===== config.mk =====
export PLATFORM = sky130hd
export DESIGN_NAME = ddr_wr_burst_seq
export DESIGN_NICKNAME = d
export VERILOG_FILES = /design/src/rtl/ddr_wseq_pkg.sv /design/src/rtl/wseq_cmd_gate.sv /design/src/rtl/wseq_beat_engine.sv /design/src/rtl/wseq_recovery.sv /design/src/rtl/ddr_wr_burst_seq.sv
export SDC_FILE = /design/constraint.sdc
export NUM_CORES = 1
export LEC_CHECK = 0
export BUFFER_PORTS_ARGS = -buffer_cell sky130_fd_sc_hd__buf_2
export CORE_MARGIN = 3
export CORE_UTILIZATION = 46
export CTS_BUF_LIST = sky130_fd_sc_hd__clkbuf_8
export CTS_CLUSTER_DIAMETER = 40
export CTS_CLUSTER_SIZE = 28
export DETAILED_ROUTE_END_ITERATION = 10
export GPL_ROUTABILITY_DRIVEN = 0
export GPL_TIMING_DRIVEN = 0
export HOLD_SLACK_MARGIN = 0.02
export PLACE_DENSITY = 0.81
export SLEW_MARGIN = 20
export SYNTH_ARGS = -nofsm -noshare
export SYNTH_HDL_FRONTEND = slang
export SYNTH_SLANG_ARGS = --single-unit

===== constraint.sdc =====
create_clock -name clk -period 1.75 [get_ports clk]
set_input_delay 0.35 -clock clk [delete_from_list [all_inputs] [get_ports clk]]
set_output_delay 0.35 -clock clk [all_outputs]
set_load 0.01 [all_outputs]

===== src/rtl/ddr_wseq_pkg.sv =====
package ddr_wseq_pkg;
  localparam int PAIR_W = 3;

  typedef enum logic [1:0] {
    BL2  = 2'd0,
    BL4  = 2'd1,
    BL8  = 2'd2,
    BL8X = 2'd3
  } blen_e;

  function automatic logic [PAIR_W-1:0] beats_of(blen_e b);
    case (b)
      BL2:     beats_of = PAIR_W'(1);
      BL4:     beats_of = PAIR_W'(2);
      default: beats_of = PAIR_W'(4);
    endcase
  endfunction
endpackage


===== src/rtl/wseq_cmd_gate.sv =====
module wseq_cmd_gate
  import ddr_wseq_pkg::*;
#(
  parameter int BANK_W = 2,
  parameter int COL_W  = 10
) (
  input  logic              clk,
  input  logic              rst_n,
  input  logic              req_valid,
  output logic              req_ready,
  input  logic [BANK_W-1:0] req_bank,
  input  logic [COL_W-1:0]  req_col,
  input  blen_e             req_len,
  input  logic [PAIR_W-1:0] req_pairs,
  input  logic              req_ap,
  output logic              accept,
  output logic              cmd_we,
  output logic [BANK_W-1:0] cmd_bank,
  output logic [COL_W-1:0]  cmd_col,
  output logic              cmd_ap,
  output blen_e             cmd_len,
  output logic [PAIR_W-1:0] cmd_pairs
);
  logic [PAIR_W-1:0] gap_q, gap_n;

  assign req_ready = (gap_q <= PAIR_W'(1));
  assign accept    = req_valid & req_ready;

  always_comb begin
    gap_n = gap_q;
    if (accept)
      gap_n = req_pairs;
    else if (gap_q != '0)
      gap_n = gap_q - PAIR_W'(1);
  end

  always_ff @(posedge clk or negedge rst_n) begin
    if (!rst_n) gap_q <= '0;
    else        gap_q <= gap_n;
  end

  always_ff @(posedge clk or negedge rst_n) begin
    if (!rst_n) begin
      cmd_we    <= 1'b0;
      cmd_bank  <= '0;
      cmd_col   <= '0;
      cmd_ap    <= 1'b0;
      cmd_len   <= BL2;
      cmd_pairs <= '0;
    end else begin
      cmd_we <= accept;
      if (accept) begin
        cmd_bank  <= req_bank;
        cmd_col   <= req_col;
        cmd_ap    <= req_ap;
        cmd_len   <= req_len;
        cmd_pairs <= req_pairs;
      end
    end
  end


  spacing_hold_chk: assert property (@(posedge clk) disable iff (!rst_n)
    (cmd_we && cmd_pairs > PAIR_W'(1)) |-> !req_ready);


  legal_pairs_chk: assert property (@(posedge clk) disable iff (!rst_n)
    accept |-> (req_pairs != '0 && req_pairs <= beats_of(req_len)));
endmodule


===== src/rtl/wseq_beat_engine.sv =====
module wseq_beat_engine
  import ddr_wseq_pkg::*;
#(
  parameter int DW = 8
) (
  input  logic              clk,
  input  logic              rst_n,
  input  logic              cmd_we,
  input  blen_e             cmd_len,
  input  logic [PAIR_W-1:0] cmd_pairs,
  input  logic [DW-1:0]     wd_rise,
  input  logic [DW-1:0]     wd_fall,
  output logic              wd_take,
  output logic              dqs_oe,
  output logic              dqs_tog,
  output logic              dq_oe,
  output logic [DW-1:0]     dq_rise,
  output logic [DW-1:0]     dq_fall,
  output logic              dm
);
  logic [PAIR_W-1:0] beats_q, beats_n, keep_q, keep_n;
  logic              tog_q, tog_n, tog_d_q, dm_q, dm_n;
  logic [DW-1:0]     dr_q, dr_n, df_q, df_n;

  assign wd_take = cmd_we | (keep_q != '0);

  always_comb begin
    beats_n = '0;
    keep_n  = '0;
    tog_n   = 1'b0;
    dm_n    = 1'b0;
    dr_n    = '0;
    df_n    = '0;
    if (cmd_we) begin
      beats_n = beats_of(cmd_len) - PAIR_W'(1);
      keep_n  = cmd_pairs - PAIR_W'(1);
      tog_n   = 1'b1;
      dr_n    = wd_rise;
      df_n    = wd_fall;
    end else if (beats_q != '0) begin
      beats_n = beats_q - PAIR_W'(1);
      tog_n   = 1'b1;
      if (keep_q != '0) begin
        keep_n = keep_q - PAIR_W'(1);
        dr_n   = wd_rise;
        df_n   = wd_fall;
      end else begin
        dm_n = 1'b1;
      end
    end
  end

  always_ff @(posedge clk or negedge rst_n) begin
    if (!rst_n) begin
      beats_q <= '0;
      keep_q  <= '0;
      tog_q   <= 1'b0;
      tog_d_q <= 1'b0;
      dm_q    <= 1'b0;
      dr_q    <= '0;
      df_q    <= '0;
    end else begin
      beats_q <= beats_n;
      keep_q  <= keep_n;
      tog_q   <= tog_n;
      tog_d_q <= tog_q;
      dm_q    <= dm_n;
      dr_q    <= dr_n;
      df_q    <= df_n;
    end
  end

  assign dqs_tog = tog_q;
  assign dq_oe   = tog_q;
  assign dqs_oe  = cmd_we | tog_q | tog_d_q;
  assign dm      = dm_q;
  assign dq_rise = dr_q;
  assign dq_fall = df_q;


  preamble_chk: assert property (@(posedge clk) disable iff (!rst_n)
    (cmd_we && !dqs_tog) |-> (dqs_oe && !dq_oe));


  chain_nogap_chk: assert property (@(posedge clk) disable iff (!rst_n)
    cmd_we |=> (dqs_tog && !dm));


  take_beat_chk: assert property (@(posedge clk) disable iff (!rst_n)
    wd_take |=> (dq_oe && !dm));


  postamble_chk: assert property (@(posedge clk) disable iff (!rst_n)
    $fell(dqs_tog) |-> dqs_oe);
endmodule


===== src/rtl/wseq_recovery.sv =====
module wseq_recovery #(
  parameter int BANK_W = 2,
  parameter int WR_CYC = 3
) (
  input  logic              clk,
  input  logic              rst_n,
  input  logic              accept,
  input  logic              cmd_we,
  input  logic              cmd_ap,
  input  logic [BANK_W-1:0] cmd_bank,
  input  logic              dqs_tog,
  output logic              busy,
  output logic              pre_due,
  output logic [BANK_W-1:0] pre_bank
);
  localparam int REC_W = $clog2(WR_CYC + 1);

  logic [REC_W-1:0]  rec_q, rec_n;
  logic              arm_q, pre_q, fire;
  logic [BANK_W-1:0] arm_bank_q, pre_bank_q;

  assign fire = arm_q && (rec_q == REC_W'(1)) && !dqs_tog && !cmd_we && !accept;

  always_comb begin
    rec_n = rec_q;
    if (dqs_tog)
      rec_n = REC_W'(WR_CYC);
    else if (rec_q != '0)
      rec_n = rec_q - REC_W'(1);
  end

  always_ff @(posedge clk or negedge rst_n) begin
    if (!rst_n) begin
      rec_q      <= '0;
      arm_q      <= 1'b0;
      arm_bank_q <= '0;
      pre_q      <= 1'b0;
      pre_bank_q <= '0;
    end else begin
      rec_q <= rec_n;
      pre_q <= fire;
      if (cmd_we) begin
        arm_q      <= cmd_ap;
        arm_bank_q <= cmd_bank;
      end else if (fire) begin
        arm_q <= 1'b0;
      end
      if (fire)
        pre_bank_q <= arm_bank_q;
    end
  end

  assign busy     = cmd_we | dqs_tog | (rec_q != '0);
  assign pre_due  = pre_q;
  assign pre_bank = pre_bank_q;


  busy_tail_chk: assert property (@(posedge clk) disable iff (!rst_n)
    dqs_tog |=> busy);


  pre_quiet_chk: assert property (@(posedge clk) disable iff (!rst_n)
    pre_due |-> (!busy && !dqs_tog && !cmd_we));
endmodule


===== src/rtl/ddr_wr_burst_seq.sv =====
module ddr_wr_burst_seq
  import ddr_wseq_pkg::*;
#(
  parameter int BANK_W = 2,
  parameter int COL_W  = 10,
  parameter int DW     = 8,
  parameter int WR_CYC = 3
) (
  input  logic              clk,
  input  logic              rst_n,
  input  logic              req_valid,
  output logic              req_ready,
  input  logic [BANK_W-1:0] req_bank,
  input  logic [COL_W-1:0]  req_col,
  input  logic [1:0]        req_len,
  input  logic [2:0]        req_pairs,
  input  logic              req_ap,
  output logic              wd_take,
  input  logic [DW-1:0]     wd_rise,
  input  logic [DW-1:0]     wd_fall,
  output logic              cmd_we,
  output logic [BANK_W-1:0] cmd_bank,
  output logic [COL_W-1:0]  cmd_col,
  output logic              cmd_ap,
  output logic              dqs_oe,
  output logic              dqs_tog,
  output logic              dq_oe,
  output logic [DW-1:0]     dq_rise,
  output logic [DW-1:0]     dq_fall,
  output logic              dm,
  output logic              busy,
  output logic              pre_due,
  output logic [BANK_W-1:0] pre_bank
);
  logic              accept;
  blen_e             cmd_len;
  logic [PAIR_W-1:0] cmd_pairs;

  wseq_cmd_gate #(.BANK_W(BANK_W), .COL_W(COL_W)) u_gate (
    .clk(clk), .rst_n(rst_n),
    .req_valid(req_valid), .req_ready(req_ready),
    .req_bank(req_bank), .req_col(req_col),
    .req_len(blen_e'(req_len)), .req_pairs(PAIR_W'(req_pairs)), .req_ap(req_ap),
    .accept(accept), .cmd_we(cmd_we), .cmd_bank(cmd_bank), .cmd_col(cmd_col),
    .cmd_ap(cmd_ap), .cmd_len(cmd_len), .cmd_pairs(cmd_pairs)
  );

  wseq_beat_engine #(.DW(DW)) u_beats (
    .clk(clk), .rst_n(rst_n),
    .cmd_we(cmd_we), .cmd_len(cmd_len), .cmd_pairs(cmd_pairs),
    .wd_rise(wd_rise), .wd_fall(wd_fall), .wd_take(wd_take),
    .dqs_oe(dqs_oe), .dqs_tog(dqs_tog), .dq_oe(dq_oe),
    .dq_rise(dq_rise), .dq_fall(dq_fall), .dm(dm)
  );

  wseq_recovery #(.BANK_W(BANK_W), .WR_CYC(WR_CYC)) u_rec (
    .clk(clk), .rst_n(rst_n),
    .accept(accept), .cmd_we(cmd_we), .cmd_ap(cmd_ap), .cmd_bank(cmd_bank),
    .dqs_tog(dqs_tog), .busy(busy), .pre_due(pre_due), .pre_bank(pre_bank)
  );
endmodule


==> flow_summary_export.csv <==
group,metric,value,unit
power_and_ir_drop,vdd_ir_drop_max,732.7,uV
detailed_routing,avgRoutedWirePerCell,14.29,um
yosys,mappedNetlistArea,2203,um2
floorplan,dieHeight,75.21,um
floorplan,floorplan.die.width,75.21,um
yosys,yosys_warnings,0,
clock_tree,path_clk_slew,100,ps
yosys,postSynthAreaPerCell,14.03,um2
detailed_routing,detail_route.drc_violations,0,
place,dp_hpwl,3005,um
power_and_ir_drop,power.density,1868,nW/um2
yosys,synth.lib_cells_used.distinct,29,
global_routing,grt_pass1_wl,6748,um
timing,max_freq,0.5558,GHz
detailed_routing,postRouteAntennaNets,0,
floorplan,initial_utilization,49.24,%
layout,final_cell_mix,"buf_2, dfrtp_1, mux2_2",
yosys,postSynthNetCount,200,
clock_tree,insertion_delay,300,ps
detailed_routing,drt-total-wl,4372,um
timing,worstMarginPinSlew,673.7,ps
layout,mostFrequentLayoutCell,"buf_2",
timing,unrepaired_setup_endpoints_after_global_routing,"true",
run,max_cap_viol_count,0,
layout,num_antenna_cells,0,
timing,maxSlewHeadroom,55.08,%
timing,fin_worst_hold_slack,55.54,ps
timing,slew_viol_final,0,
detailed_routing,drt_pre_antenna_iters,4,
global_routing,grt_antenna_before_repair,0,
min_path,worstHoldPathType,"in -> async",
setup_path,start_kind,"register",
timing,min_period_over_period,102.8,%
yosys,synthesis.instances,157,
clock_tree,h-tree-depth,2,
timing,postLayoutSetupSlackWorst,-49.24,ps
detailed_routing,dr_total_vias,1498,
power_and_ir_drop,total_power,5.429,mW
setup_path,r2r.worst_path.cells,5,
layout,multi_input_area,765.7,um2
setup_path,critPathRequiredTime,1400,ps
clock_tree,tritoncts.num_buffers,5,
clock_tree,cts_tree,"yes",
setup_path,worst-endpoint-arrival,1450,ps
global_routing,grt_start_max_net_pins,56,
clock_tree,cts-root-buf,"clkbuf_8",
yosys,fraction_of_the_yosys_area_taken_by_sequential_cells,62.46,%
place,placement.io_buffers,76,
place,detailed_place.area,2651,um2
floorplan,design.die.area,5657,um2
global_routing,number_of_global_route_vias_before_repair,1484,
setup_path,critical_path.reg2reg.endpoint,"u_beats.dq_rise[2]$_DFF_PN0_",
timing,worst_clk_skew,6.302,ps
outcome,outcome,"finished with violations",
floorplan,fp-row-count,24,
timing,finalSetupViolCount,1,
yosys,synth_area_leader_cell,"dfrtp_1",
layout,filler_cell_count,348,
clock_tree,clock_sink_count,55,
outcome,violated_checks,"negative setup slack",
yosys,synth.top_cells.by_area,"dfrtp_1, mux2_2, ha_1, and3_1, and3_2",
setup_path,reg2reg_setup_slack,30,ps
yosys,ys_ff_latch,55,
layout,register_area,1376,um2
timing,hold_viol,0,
setup_path,worst_setup_path_end_kind,"output pin",
detailed_routing,route.detailed.vias_per_inst,4.895,
global_routing,grt.overflow.total,0,
setup_path,largest_fanout_of_any_net_on_the_critical_path,2,
layout,finish.net_count,296,
layout,share_of_cells_above_drive_strength_1,56.30,%
global_routing,groute.usage.overall,15.82,%
setup_path,timing_worst_setup_path_type,"reg -> out",
power_and_ir_drop,leakagePower,1.576,nW
yosys,yosys.area.top_type_share,62.46,%
detailed_routing,drt_iter0_markers,25,
clock_tree,clk_path_buf_depth,2,
setup_path,timing.rr.start,"u_beats.keep_q[0]$_DFF_PN0_",
layout,layout.cell_area.non_filler,2907,um2
floorplan,core-area,4474,um2
timing,post-route-min-period,1799,ps
floorplan,io_pins,77,
setup_path,setup.worst_path.start,"u_beats.keep_q[0]$_DFF_PN0_",
layout,area.growth.synth_to_final,31.91,%
-- how the worst max path moves through the flow --
| stage | endpoint | slack, ps | depth (start not counted) |
|---|---|---|---|
| after floorplan | u_rec.pre_bank[0]$_DFFE_PN0P_ | 100 | 4 |
| after detailed placement | u_gate.cmd_col[1]$_DFFE_PN0P_ | -40 | 5 |
| after CTS | wd_take | -90 | 3 |
| after global placement | u_gate.cmd_col[1]$_DFFE_PN0P_ | -8 | 5 |
| after global routing | wd_take | -90 | 2 |
| final | wd_take | -50 | 2 |
-- synth_stat cells, drive strengths merged --
cell type / count
nor2b: 4
o211a: 1
and3: 16
dfrtp: 55
nand2b: 1
o31ai: 1
o22ai: 2
nor3b: 2
nor3: 1
mux2: 26
nand2: 4
inv: 8
or3: 1
a21oi: 2
mux2i: 2
o32ai: 1
a2111oi: 1
xor2: 1
o21ai: 4
o21bai: 1
nor2: 4
buf: 8
a211o: 1
xnor2: 2
ha: 6
or4: 2
-- worst max-delay path: stages, from the launching register on --
cell	delay [ps]
dfrtp_1	420
or4_4	580
buf_6	150
-- final cells by class --
| cell class | count | share of cell area, % |
|---|---|---|
| timing repair buffer | 92 | 17.91 |
| clock buffer | 5 | 2.368 |
| buffer | 5 | 1.248 |
| clock inverter | 3 | 1.507 |
| multi-input combinational | 86 | 26.35 |
| tap | 52 | 2.238 |
| sequential | 55 | 47.35 |
| inverter | 8 | 1.033 |
-- metrics by stage --
| stage | TNS, ps | instances | setup slack [ps] | util (%) |
|---|---|---|---|---|
| 2_1_floorplan | 0 | 157 | 104.1 | - |
| 3_3_place_gp | -46.68 | 285 | -8.231 | 59.20 |
| 3_5_place_dp | -355.3 | 285 | -36.11 | 59.26 |
| 4_1_cts | -90.94 | 299 | -85.03 | 63.45 |
| 5_1_grt | -91.90 | 306 | -89.46 | 64.96 |
| 6_report | -49.24 | 306 | -49.24 | 64.96 |
-- registers in the layout (all words and copies together) (netlist names) --
name              cells
u_beats.tog_d_q       1
u_gate.cmd_we         1
u_gate.cmd_col       10
u_gate.cmd_len        2
u_gate.cmd_pairs      3
u_rec.pre_due         1
u_gate.cmd_bank       2
u_beats.dq_fall       8
u_gate.cmd_ap         1
u_rec.arm_q           1
u_beats.dm            1
u_beats.dq_oe         1
u_gate.gap_q          3
u_beats.keep_q        3
u_beats.dq_rise       8
u_rec.rec_q           2
u_rec.arm_bank_q      2
u_beats.beats_q       3
u_rec.pre_bank        2
-- timing repair --
item,in CTS,in global routing
endpoints found under the setup margin,24,31
pin swaps,1,2
gates resized for setup,8,4
hold buffers,0,0
setup buffers,8,8
-- routing by layer --
layer	up-vias	wire length [um]	track usage [%]
met5	-	0	0
met4	0	21	3.495
met3	3	209	2.937
met2	42	2246	28.72
met1	719	1895	19.62
li1	734	-	-
-- logic make-up (layout without fill, tap and decap cells) --
logic type | after synthesis | after routing | synth area share [%]
flops | 55 | 55 | 62.46
simple gates | 35 | 35 | 9.596
mux | 28 | 28 | 14.20
buf+inv | 16 | 113 | 3.861
compound gates | 14 | 14 | 5.281
fa+ha+maj | 6 | 6 | 3.407
xor+xnor | 3 | 3 | 1.193
-- power breakdown --
group / switching (mW) / internal, mW / total (mW)
Combinational: 1.15 / 1.35 / 2.50
Clock: 0.402 / 0.426 / 0.829
Sequential: 0.297 / 1.80 / 2.10
Total: 1.85 / 3.58 / 5.43
Note: power is estimated with default switching activity, not from simulation.
